--- config.mk ---
export PLATFORM = sky130hd
export DESIGN_NAME = evtrec_builder
export DESIGN_NICKNAME = d
export VERILOG_FILES = /design/src/rtl/evtrec_pkg.sv /design/src/rtl/evtrec_capture.sv /design/src/rtl/evtrec_serial.sv /design/src/rtl/evtrec_fifo.sv /design/src/rtl/evtrec_builder.sv
export SDC_FILE = /design/constraint.sdc
export NUM_CORES = 2
export LEC_CHECK = 0
export BUFFER_PORTS_ARGS = -buffer_cell sky130_fd_sc_hd__clkbuf_2
export CORE_MARGIN = 2
export CORE_UTILIZATION = 25
export CTS_CLUSTER_DIAMETER = 30
export DETAILED_ROUTE_END_ITERATION = 10
export GPL_ROUTABILITY_DRIVEN = 1
export PLACE_DENSITY_LB_ADDON = 0.2
export SETUP_SLACK_MARGIN = 0.4
export SYNTH_ARGS = -nofsm -noshare
export SYNTH_HDL_FRONTEND = slang
export SYNTH_HIERARCHICAL = 1
export SYNTH_SLANG_ARGS = --single-unit
--- constraint.sdc ---
create_clock -name clk -period 16.3 [get_ports clk]
set_input_delay 0.815 -clock clk [delete_from_list [all_inputs] [get_ports clk]]
set_output_delay 0.815 -clock clk [all_outputs]
set_load 0.01 [all_outputs]
--- src/rtl/evtrec_pkg.sv ---
package evtrec_pkg;
  localparam int TS_W   = 32;
  localparam int WALL_W = 32;
  localparam int CID_W  = 12;
  localparam int SRC_W  = 3;
  localparam int BAY_W  = 6;
  localparam int GRP_W  = 3;
  localparam int UPL_W  = 2;
  localparam int SEG_W  = 3;
  localparam int PDOM_W = 3;
  localparam int TEMP_W = 8;
  localparam int FAN_W  = 12;
  localparam int RAIL_W = 4;

  typedef enum logic [1:0] {
    EV_DROP     = 2'd0,
    EV_RETRAIN  = 2'd1,
    EV_THROTTLE = 2'd2,
    EV_FAILOVER = 2'd3
  } evt_kind_e;

  typedef struct packed {
    logic [BAY_W-1:0]  bay;
    logic [GRP_W-1:0]  grp;
    logic [UPL_W-1:0]  upl;
    logic [SEG_W-1:0]  seg;
    logic [PDOM_W-1:0] pdom;
  } loc_t;

  typedef struct packed {
    logic [TEMP_W-1:0] intake;
    logic [TEMP_W-1:0] exhaust;
    logic [TEMP_W-1:0] drive;
    logic [FAN_W-1:0]  fan;
    logic [RAIL_W-1:0] rail;
  } snap_t;

  typedef struct packed {
    logic              ovf;
    logic [TS_W-1:0]   ts;
    logic [SRC_W-1:0]  seq;
    logic [SRC_W-1:0]  src;
    logic [1:0]        kind;
    logic [1:0]        sev;
    logic [CID_W-1:0]  cid;
    logic [WALL_W-1:0] wall;
    loc_t              loc;
    snap_t             snap;
  } rec_t;

  localparam int LOC_W = $bits(loc_t);
  localparam int REC_W = $bits(rec_t);
endpackage

--- src/rtl/evtrec_capture.sv ---
module evtrec_capture
  import evtrec_pkg::*;
#(
  parameter int N_SRC = 4
) (
  input  logic                          clk,
  input  logic                          rst,
  input  logic [N_SRC-1:0]              stb,
  input  logic [N_SRC-1:0][1:0]         kind,
  input  logic [N_SRC-1:0][1:0]         sev,
  input  loc_t [N_SRC-1:0]              loc,
  input  logic [WALL_W-1:0]             wall,
  input  snap_t                         snap,
  input  logic                          incident,
  input  logic [N_SRC-1:0]              grant,
  output logic [N_SRC-1:0]              pend_q,
  output logic [N_SRC-1:0]              orig_q,
  output logic [N_SRC-1:0][1:0]         b_kind,
  output logic [N_SRC-1:0][1:0]         b_sev,
  output loc_t [N_SRC-1:0]              b_loc,
  output logic [TS_W-1:0]               b_ts,
  output logic [WALL_W-1:0]             b_wall,
  output logic [CID_W-1:0]              b_cid,
  output snap_t                         b_snap,
  output logic [SRC_W:0]                busy_cnt,
  output logic [TS_W-1:0]               ts_q,
  output logic [CID_W-1:0]              cid_q
);
  logic [N_SRC-1:0] remain;
  logic             load;
  logic [CID_W-1:0] cid_nxt;

  assign remain  = pend_q & ~grant;
  assign load    = (remain == '0) && (stb != '0);
  assign cid_nxt = cid_q + CID_W'(incident);

  always_comb begin
    busy_cnt = '0;
    if (remain != '0) begin
      for (int i = 0; i < N_SRC; i++) begin
        busy_cnt = busy_cnt + (SRC_W+1)'(stb[i]);
      end
    end
  end

  always_ff @(posedge clk) begin
    if (rst) begin
      ts_q   <= '0;
      cid_q  <= '0;
      pend_q <= '0;
      orig_q <= '0;
    end else begin
      ts_q  <= ts_q + 1'b1;
      cid_q <= cid_nxt;
      if (load) begin
        pend_q <= stb;
        orig_q <= stb;
      end else begin
        pend_q <= remain;
      end
    end
  end

  always_ff @(posedge clk) begin
    if (load) begin
      b_ts   <= ts_q;
      b_wall <= wall;
      b_cid  <= cid_nxt;
      b_snap <= snap;
    end
  end

  for (genvar g = 0; g < N_SRC; g++) begin : g_slot
    always_ff @(posedge clk) begin
      if (load && stb[g]) begin
        b_kind[g] <= kind[g];
        b_sev[g]  <= sev[g];
        b_loc[g]  <= loc[g];
      end
    end
  end
endmodule

--- src/rtl/evtrec_serial.sv ---
module evtrec_serial
  import evtrec_pkg::*;
#(
  parameter int N_SRC  = 4,
  parameter int DROP_W = 16
) (
  input  logic                  clk,
  input  logic                  rst,
  input  logic [N_SRC-1:0]      pend,
  input  logic [N_SRC-1:0]      orig,
  input  logic [N_SRC-1:0][1:0] b_kind,
  input  logic [N_SRC-1:0][1:0] b_sev,
  input  loc_t [N_SRC-1:0]      b_loc,
  input  logic [TS_W-1:0]       b_ts,
  input  logic [WALL_W-1:0]     b_wall,
  input  logic [CID_W-1:0]      b_cid,
  input  snap_t                 b_snap,
  input  logic [SRC_W:0]        busy_cnt,
  input  logic                  fifo_full,
  output logic [N_SRC-1:0]      grant,
  output logic                  wr_en,
  output rec_t                  wr_rec,
  output logic [DROP_W-1:0]     drop_q
);
  logic              found;
  logic [SRC_W-1:0]  idx;
  logic [SRC_W-1:0]  seq;
  logic              full_drop;
  logic [SRC_W:0]    drops_now;
  logic [DROP_W:0]   drop_sum;
  logic              ovf_q;

  always_comb begin
    found = 1'b0;
    idx   = '0;
    grant = '0;
    for (int i = 0; i < N_SRC; i++) begin
      if (pend[i] && !found) begin
        found    = 1'b1;
        idx      = SRC_W'(i);
        grant[i] = 1'b1;
      end
    end
    seq = '0;
    for (int i = 0; i < N_SRC; i++) begin
      if (orig[i] && (SRC_W'(i) < idx)) begin
        seq = seq + 1'b1;
      end
    end
  end

  assign wr_en     = found && !fifo_full;
  assign full_drop = found && fifo_full;
  assign drops_now = busy_cnt + (SRC_W+1)'(full_drop);
  assign drop_sum  = {1'b0, drop_q} + (DROP_W+1)'(drops_now);

  always_comb begin
    wr_rec      = '0;
    wr_rec.ovf  = ovf_q;
    wr_rec.ts   = b_ts;
    wr_rec.seq  = seq;
    wr_rec.src  = idx;
    wr_rec.kind = b_kind[idx];
    wr_rec.sev  = b_sev[idx];
    wr_rec.cid  = b_cid;
    wr_rec.wall = b_wall;
    wr_rec.loc  = b_loc[idx];
    wr_rec.snap = b_snap;
  end

  always_ff @(posedge clk) begin
    if (rst) begin
      drop_q <= '0;
      ovf_q  <= 1'b0;
    end else begin
      drop_q <= drop_sum[DROP_W] ? '1 : drop_sum[DROP_W-1:0];
      ovf_q  <= (ovf_q && !wr_en) || (drops_now != '0);
    end
  end
endmodule

--- src/rtl/evtrec_fifo.sv ---
module evtrec_fifo #(
  parameter int DEPTH = 16,
  parameter int W     = 8,
  localparam int AW   = (DEPTH > 1) ? $clog2(DEPTH) : 1,
  localparam int LW   = $clog2(DEPTH + 1)
) (
  input  logic          clk,
  input  logic          rst,
  input  logic          wr_en,
  input  logic [W-1:0]  wr_data,
  output logic          full,
  output logic [LW-1:0] level,
  output logic          out_valid,
  input  logic          out_ready,
  output logic [W-1:0]  out_data
);
  logic [W-1:0]  mem [DEPTH];
  logic [AW-1:0] wp, rp;
  logic          rd_en;
  logic          wr_ok;

  assign full  = (level == LW'(DEPTH));
  assign wr_ok = wr_en && !full;
  assign rd_en = (level != '0) && (!out_valid || out_ready);

  always_ff @(posedge clk) begin
    if (wr_ok) begin
      mem[wp] <= wr_data;
    end
  end

  always_ff @(posedge clk) begin
    if (rd_en) begin
      out_data <= mem[rp];
    end
  end

  always_ff @(posedge clk) begin
    if (rst) begin
      wp        <= '0;
      rp        <= '0;
      level     <= '0;
      out_valid <= 1'b0;
    end else begin
      if (wr_ok) wp <= (wp == AW'(DEPTH-1)) ? '0 : wp + 1'b1;
      if (rd_en) rp <= (rp == AW'(DEPTH-1)) ? '0 : rp + 1'b1;
      level <= level + LW'(wr_ok) - LW'(rd_en);
      if (rd_en)          out_valid <= 1'b1;
      else if (out_ready) out_valid <= 1'b0;
    end
  end
endmodule

--- src/rtl/evtrec_builder.sv ---
module evtrec_builder
  import evtrec_pkg::*;
#(
  parameter int N_SRC      = 4,
  parameter int FIFO_DEPTH = 16,
  parameter int DROP_W     = 16
) (
  input  logic                    clk,
  input  logic                    rst,
  input  logic [N_SRC-1:0]        src_stb,
  input  logic [2*N_SRC-1:0]      src_kind,
  input  logic [2*N_SRC-1:0]      src_sev,
  input  logic [LOC_W*N_SRC-1:0]  src_loc,
  input  logic [WALL_W-1:0]       wall_time,
  input  logic [TEMP_W-1:0]       tel_intake,
  input  logic [TEMP_W-1:0]       tel_exhaust,
  input  logic [TEMP_W-1:0]       tel_drive,
  input  logic [FAN_W-1:0]        tel_fan,
  input  logic [RAIL_W-1:0]       tel_rail,
  input  logic                    new_incident,
  output logic                    rec_valid,
  input  logic                    rec_ready,
  output logic [REC_W-1:0]        rec_data,
  output logic [DROP_W-1:0]       drop_count
);
  localparam int LVL_W = $clog2(FIFO_DEPTH + 1);

  logic [N_SRC-1:0][1:0] kind_a, sev_a, b_kind, b_sev;
  loc_t [N_SRC-1:0]      loc_a, b_loc;
  snap_t                 snap_in, b_snap;
  logic [N_SRC-1:0]      pend, orig, grant;
  logic [TS_W-1:0]       b_ts, ts_now;
  logic [WALL_W-1:0]     b_wall;
  logic [CID_W-1:0]      b_cid, cid_now;
  logic [SRC_W:0]        busy_cnt;
  logic                  fifo_full, wr_en;
  logic [LVL_W-1:0]      fifo_lvl;
  rec_t                  wr_rec;

  assign kind_a  = src_kind;
  assign sev_a   = src_sev;
  assign loc_a   = src_loc;
  assign snap_in = '{intake: tel_intake, exhaust: tel_exhaust, drive: tel_drive,
                     fan: tel_fan, rail: tel_rail};

  evtrec_capture #(.N_SRC(N_SRC)) i_capture (
    .clk(clk), .rst(rst), .stb(src_stb), .kind(kind_a), .sev(sev_a), .loc(loc_a),
    .wall(wall_time), .snap(snap_in), .incident(new_incident), .grant(grant),
    .pend_q(pend), .orig_q(orig), .b_kind(b_kind), .b_sev(b_sev), .b_loc(b_loc),
    .b_ts(b_ts), .b_wall(b_wall), .b_cid(b_cid), .b_snap(b_snap),
    .busy_cnt(busy_cnt), .ts_q(ts_now), .cid_q(cid_now)
  );

  evtrec_serial #(.N_SRC(N_SRC), .DROP_W(DROP_W)) i_serial (
    .clk(clk), .rst(rst), .pend(pend), .orig(orig), .b_kind(b_kind), .b_sev(b_sev),
    .b_loc(b_loc), .b_ts(b_ts), .b_wall(b_wall), .b_cid(b_cid), .b_snap(b_snap),
    .busy_cnt(busy_cnt), .fifo_full(fifo_full), .grant(grant), .wr_en(wr_en),
    .wr_rec(wr_rec), .drop_q(drop_count)
  );

  evtrec_fifo #(.DEPTH(FIFO_DEPTH), .W(REC_W)) i_fifo (
    .clk(clk), .rst(rst), .wr_en(wr_en), .wr_data(wr_rec), .full(fifo_full),
    .level(fifo_lvl), .out_valid(rec_valid), .out_ready(rec_ready), .out_data(rec_data)
  );
endmodule

# After elaboration in Yosys (flattened, before gate mapping)
# Memory sizes are Yosys's and may differ from the RTL's. A register that Yosys moved wholly into a read port is not among the register bits.
# Index checks and enable logic that the tools add are counted.
# Widths: inputs -> output; s select.
[totals]
ram_bits = 2288
inputBits = 164
memories = 1
regBits = 427
word_cells = 132
out_inout_bits = 161
[memory_table]
columns = ["memory", "words", "word_bits", "rd", "rd_clocked_by_memory_dff", "wr", "line_no", "rtl"]
rows = [
  ["i_fifo.mem", 16, 143, 1, 1, 1, "evtrec_fifo.sv:17", "logic [W-1:0] mem [DEPTH];"],
]
[classes]
n_eq_ne = 3
add_sub_neg = 14
muxes = 29
magnitude_cmp = 5
n_reduce_logical = 31
bitwise_logic = 2
[ops]
columns = ["operator", "count"]
rows = [
  ["$bmux 17 s2", 1],
  ["$add 32x1->32 const B", 1],
  ["$add 16x4->17", 1],
  ["$logic_and 1x1->1", 17],
  ["$mux 17", 1],
  ["$mux 16", 1],
  ["$mux 4", 4],
  ["$mux 1", 13],
  ["$add 12x1->12", 1],
  ["$add 4x1->4", 3],
  ["$reduce_bool 4->1", 3],
  ["$mux 3", 3],
  ["$add 4x1->4 const B", 2],
  ["$bmux 2 s2", 2],
  ["$eq 4x4->1 const B", 2],
  ["$mux 2", 4],
  ["$add 3x1->3 const B", 2],
  ["$logic_not 1->1", 6],
  ["$add 5x1->5", 1],
  ["$eq 5x5->1 const B", 1],
  ["$reduce_bool 5->1", 1],
  ["$sub 5x1->5", 1],
  ["$and 4x4->4", 1],
  ["$logic_not 4->1", 1],
  ["8 further kinds", 11],
]

# Depth between registers and ports, before layout
[logic_depth]
depth_word = 19
ltp_mapped = 17
mapped_depth_nobuf = 16

# Hierarchy
# The synthesis kept the hierarchy.
[modules_own_cells]
columns = ["mod", "instances", "seq_area_each_um2", "cells_each", "area_each_um2"]
rows = [
  ["evtrec_fifo", 1, 73790.8, 3765, 91048.6],
  ["evtrec_capture", 1, 7046.8, 474, 8389.3],
  ["evtrec_serial", 1, 340.3, 348, 2487.4],
]

# Least setup slack after synthesis
# Ideal clock, no wire load.
[synth_timing]
path_type = "register to register"
start = "register i_fifo.level[2]"
end = "memory i_fifo/mem[0][0] in the netlist's numbering, enable pin"
synth_period_minus_slack_ns = 11.837
path_buffers = 1
arrival_time_ns = 11.013
setup_slack_ns = 4.463
stages_incl_launch_ff = 10
required_ns = 15.476
setup_time_ns = 0.824
path_cell_list = "dfxtp_1 inv_1 ha_1 nand4bb_1 inv_1 nor2_1 and2_1 clkbuf_1 nand2_1 nor3_1"
[synth_via]
elab_chain_cells = 6
[synth_lines]
columns = ["element", "line_no", "rtl"]
rows = [
  ["start: declaration", "evtrec_fifo.sv:12", "output logic [LW-1:0] level,"],
  ["start signal: assignment", "evtrec_fifo.sv:47", "level <= level + LW'(wr_ok) - LW'(rd_en);"],
  ["$eq 5x5->1", "evtrec_fifo.sv:22", "assign full = (level == LW'(DEPTH));"],
  ["named net fifo_full", "evtrec_builder.sv:36", "logic fifo_full, wr_en;"],
  ["$logic_not 1->1", "evtrec_serial.sv:52", "assign wr_en = found && !fifo_full;"],
  ["$logic_and 1x1->1", "evtrec_serial.sv:52", ""],
  ["named net wr_en", "evtrec_builder.sv:36", ""],
  ["$logic_and 1x1->1", "evtrec_fifo.sv:23", "assign wr_ok = wr_en && !full;"],
  ["$mux 1", "evtrec_fifo.sv:27", "if (wr_ok) begin"],
  ["$mux 1 (not written as such)", "evtrec_fifo.sv:28", "mem[wp] <= wr_data;"],
  ["end: declaration", "evtrec_fifo.sv:17", ""],
]
# The timed path passes the listed nets, and every way through them passes these cells.

==> flow_summary_export.csv <==
group,metric,value,unit
placed_design,detailed_place.area,110000,um2
placed_design,dpl.hpwl,142000,um
final_layout,nets,5662,
min_path,min_from,"wall_time[17]",
die,die_h,642,um
synth,synth_area,102000,um2
placed_design,dpl.cell_count,10100,
power,power.internal,20.1,mW
power,irDropWorstVdd,162,uV
routing,vias,50600,
global_route,grt_max_degree,128,
setup_path,cp-end-kind,"register",
placed_design,gp_congestion,0.698,
clocking,cts.repair.resized,0,
global_route,grtUsageTotal,13.8,%
sta,slew_headroom,16.7,%
sta,skew,0.126,ns
synth,syn_inst,4584,
power,combPwrFrac,16.6,%
sta,rsz0062_at_grt,"false",
die,start_util,25.1,%
power,p_leak,43.3,nW
routing,drt_first_pass_iters,8,
clocking,clkTransAtPathRegs,0.04,ns
routing,via_per_inst,4.42,
sta,worst_pin_slew,1.24,ns
routing,routedWlPerCell,25.3,um
sta,min_period_over_period,30.0,%
die,io_pins,325,
min_path,hp-class,"in2reg",
sta,fin_setup_tns,0,ns
setup_path,worstReg2RegStart,"i_fifo/rp[1]",
final_layout,drive_above_1_share,34.1,%
synth,avgSynthCellArea,22.2,um2
setup_path,cp_max_fo,127,
final_layout,final_cell_area,133000,um2
sta,fmax,205,MHz
setup_path,arrival,5.60,ns
clocking,cts_sinks,2730,
synth,syn_nets,4776,
job,drv_cap,0,
power,p_clk_share,46.0,%
routing,ant_nets,0,
min_path,hold_end,"i_capture/b_wall[17]",
final_layout,final_cell_mix,"2648 x edfxtp_1, 655 x clkbuf_16, 576 x mux4_2, 323 x clkbuf_2, 288 x a22oi_1",
setup_path,reg2reg_depth,7,
sta,finalHoldViolations,0,
power,switching_share,27.8,%
global_route,overflow,0,
sta,setup_violations,0,
clocking,cts_buffers,653,
min_path,min_path_cells,1,
synth,yosysWarnings,6,
final_layout,area_growth_syn_to_layout,30.6,%
setup_path,reg2reg_to,"i_fifo/out_data[74]",
clocking,clk_latency,1.04,ns
die,fp.coreArea,406000,um2
run_status,outcome,"completed",
die,fp.dieArea,413000,um2
setup_path,cp-start-kind,"register",
sta,hold_ws,0.0984,ns
sta,final_period_minus_worst_setup_slack,4.89,ns
die,die_w,642,um
clocking,htree_levels,6,
clocking,ctsLongestPathBuffers,4,
global_route,grt_pass1_wl,409000,um
final_layout,final_common_cell,"edfxtp_1",
routing,drt-initial-drc-count,3707,
power,switchingPower,7.74,mW
setup_path,critPathKind,"reg2reg",
clocking,cts_root_buf,"clkbuf_16",
final_layout,instances_no_fill,11400,
sta,final_max_slew_viol_count,0,
sta,fin_ws,11.41,ns
placed_design,port_buffers,324,
global_route,grt_antenna_before_repair,22,
clocking,cts_tree,"built",
setup_path,reg2reg_slack,11.41,ns
routing,routed_wl,290000,um
die,rows,234,
power,power_frac_seq,37.3,%
setup_path,cp.required,17.01,ns
routing,drc,0,
placed_design,dp_slack,11.29,ns
power,power.density,209,nW/um2
global_route,grt_pass1_vias,55200,
==> critical path, cell delays in order, from the launching register on <==
cell and delay (ns):
dfxtp_4 0.65, buf_4 0.81, buf_12 0.62, buf_4 0.82, buf_4 0.69, mux4_2 0.40
a22oi_1 0.21, nand2_1 0.09
==> stage by stage <==
stage	util [%]	total power, mW
after floorplan	-	13.5
final	32.8	27.8
after global routing	32.8	29.0
after detailed placement	27.0	15.3
after CTS	32.8	28.3
after global placement	27.0	15.3
==> power groups by stage <==
stage,clock network [mW],logic (mW),registers (mW)
2_1_floorplan,0,3.33,10.1
3_3_place_gp,0,4.76,10.5
3_5_place_dp,0,4.78,10.6
4_1_cts,13.1,4.83,10.4
5_1_grt,13.4,5.05,10.6
6_report,12.8,4.63,10.4
==> registers in the layout, summed over array words and instances (netlist names) <==
signal	flops
i_fifo/mem	2304
i_fifo/out_data	144
i_capture/b_loc	68
i_capture/b_snap	40
i_capture/b_ts	32
i_capture/b_wall	32
i_capture/ts_q	32
i_serial/drop_q	16
i_capture/b_cid	12
i_capture/cid_q	12
i_capture/b_kind	8
i_capture/b_sev	8
i_fifo/level	5
i_capture/pend_q	4
i_fifo/rp	4
i_fifo/wp	4
i_capture/orig_q	3
i_fifo/out_valid	1
i_serial/ovf_q	1
==> final cells by class <==
type	instances	area [um2]
clock buffers	751	16800
diodes	8	20.0
clock inverters	447	5300
repair buffers	575	4070
fillers	38500	273000
flip-flops and latches	2730	81200
inverters	34	128
well taps	5428	6790
multi-input cells	1476	18800
==> what timing repair did <==
| item | in CTS | in global routing |
|---|---|---|
| endpoints found under the hold margin | 143 | 0 |
| hold buffers | 143 | 0 |
| buffers inserted | 0 | 0 |
==> worst max-delay path by stage <==
stage                                to            start  cells after the start
floorplan              i_fifo/mem[0][0]  i_fifo/level[2]                      9
global placement    i_fifo/out_data[36]     i_fifo/rp[1]                      7
detailed placement  i_fifo/out_data[37]     i_fifo/rp[1]                      7
CTS                 i_fifo/out_data[36]     i_fifo/rp[1]                      7
global route        i_fifo/out_data[20]     i_fifo/rp[0]                      6
finish              i_fifo/out_data[74]     i_fifo/rp[1]                      7
==> per-layer routing <==
layer  track usage [%]  routed length (um)
met4              4.58                7670
met5                 0                  13
met3              2.71               14800
met2              22.8              141000
met1              18.1              126000
Note: power is estimated with default switching activity, not from simulation.
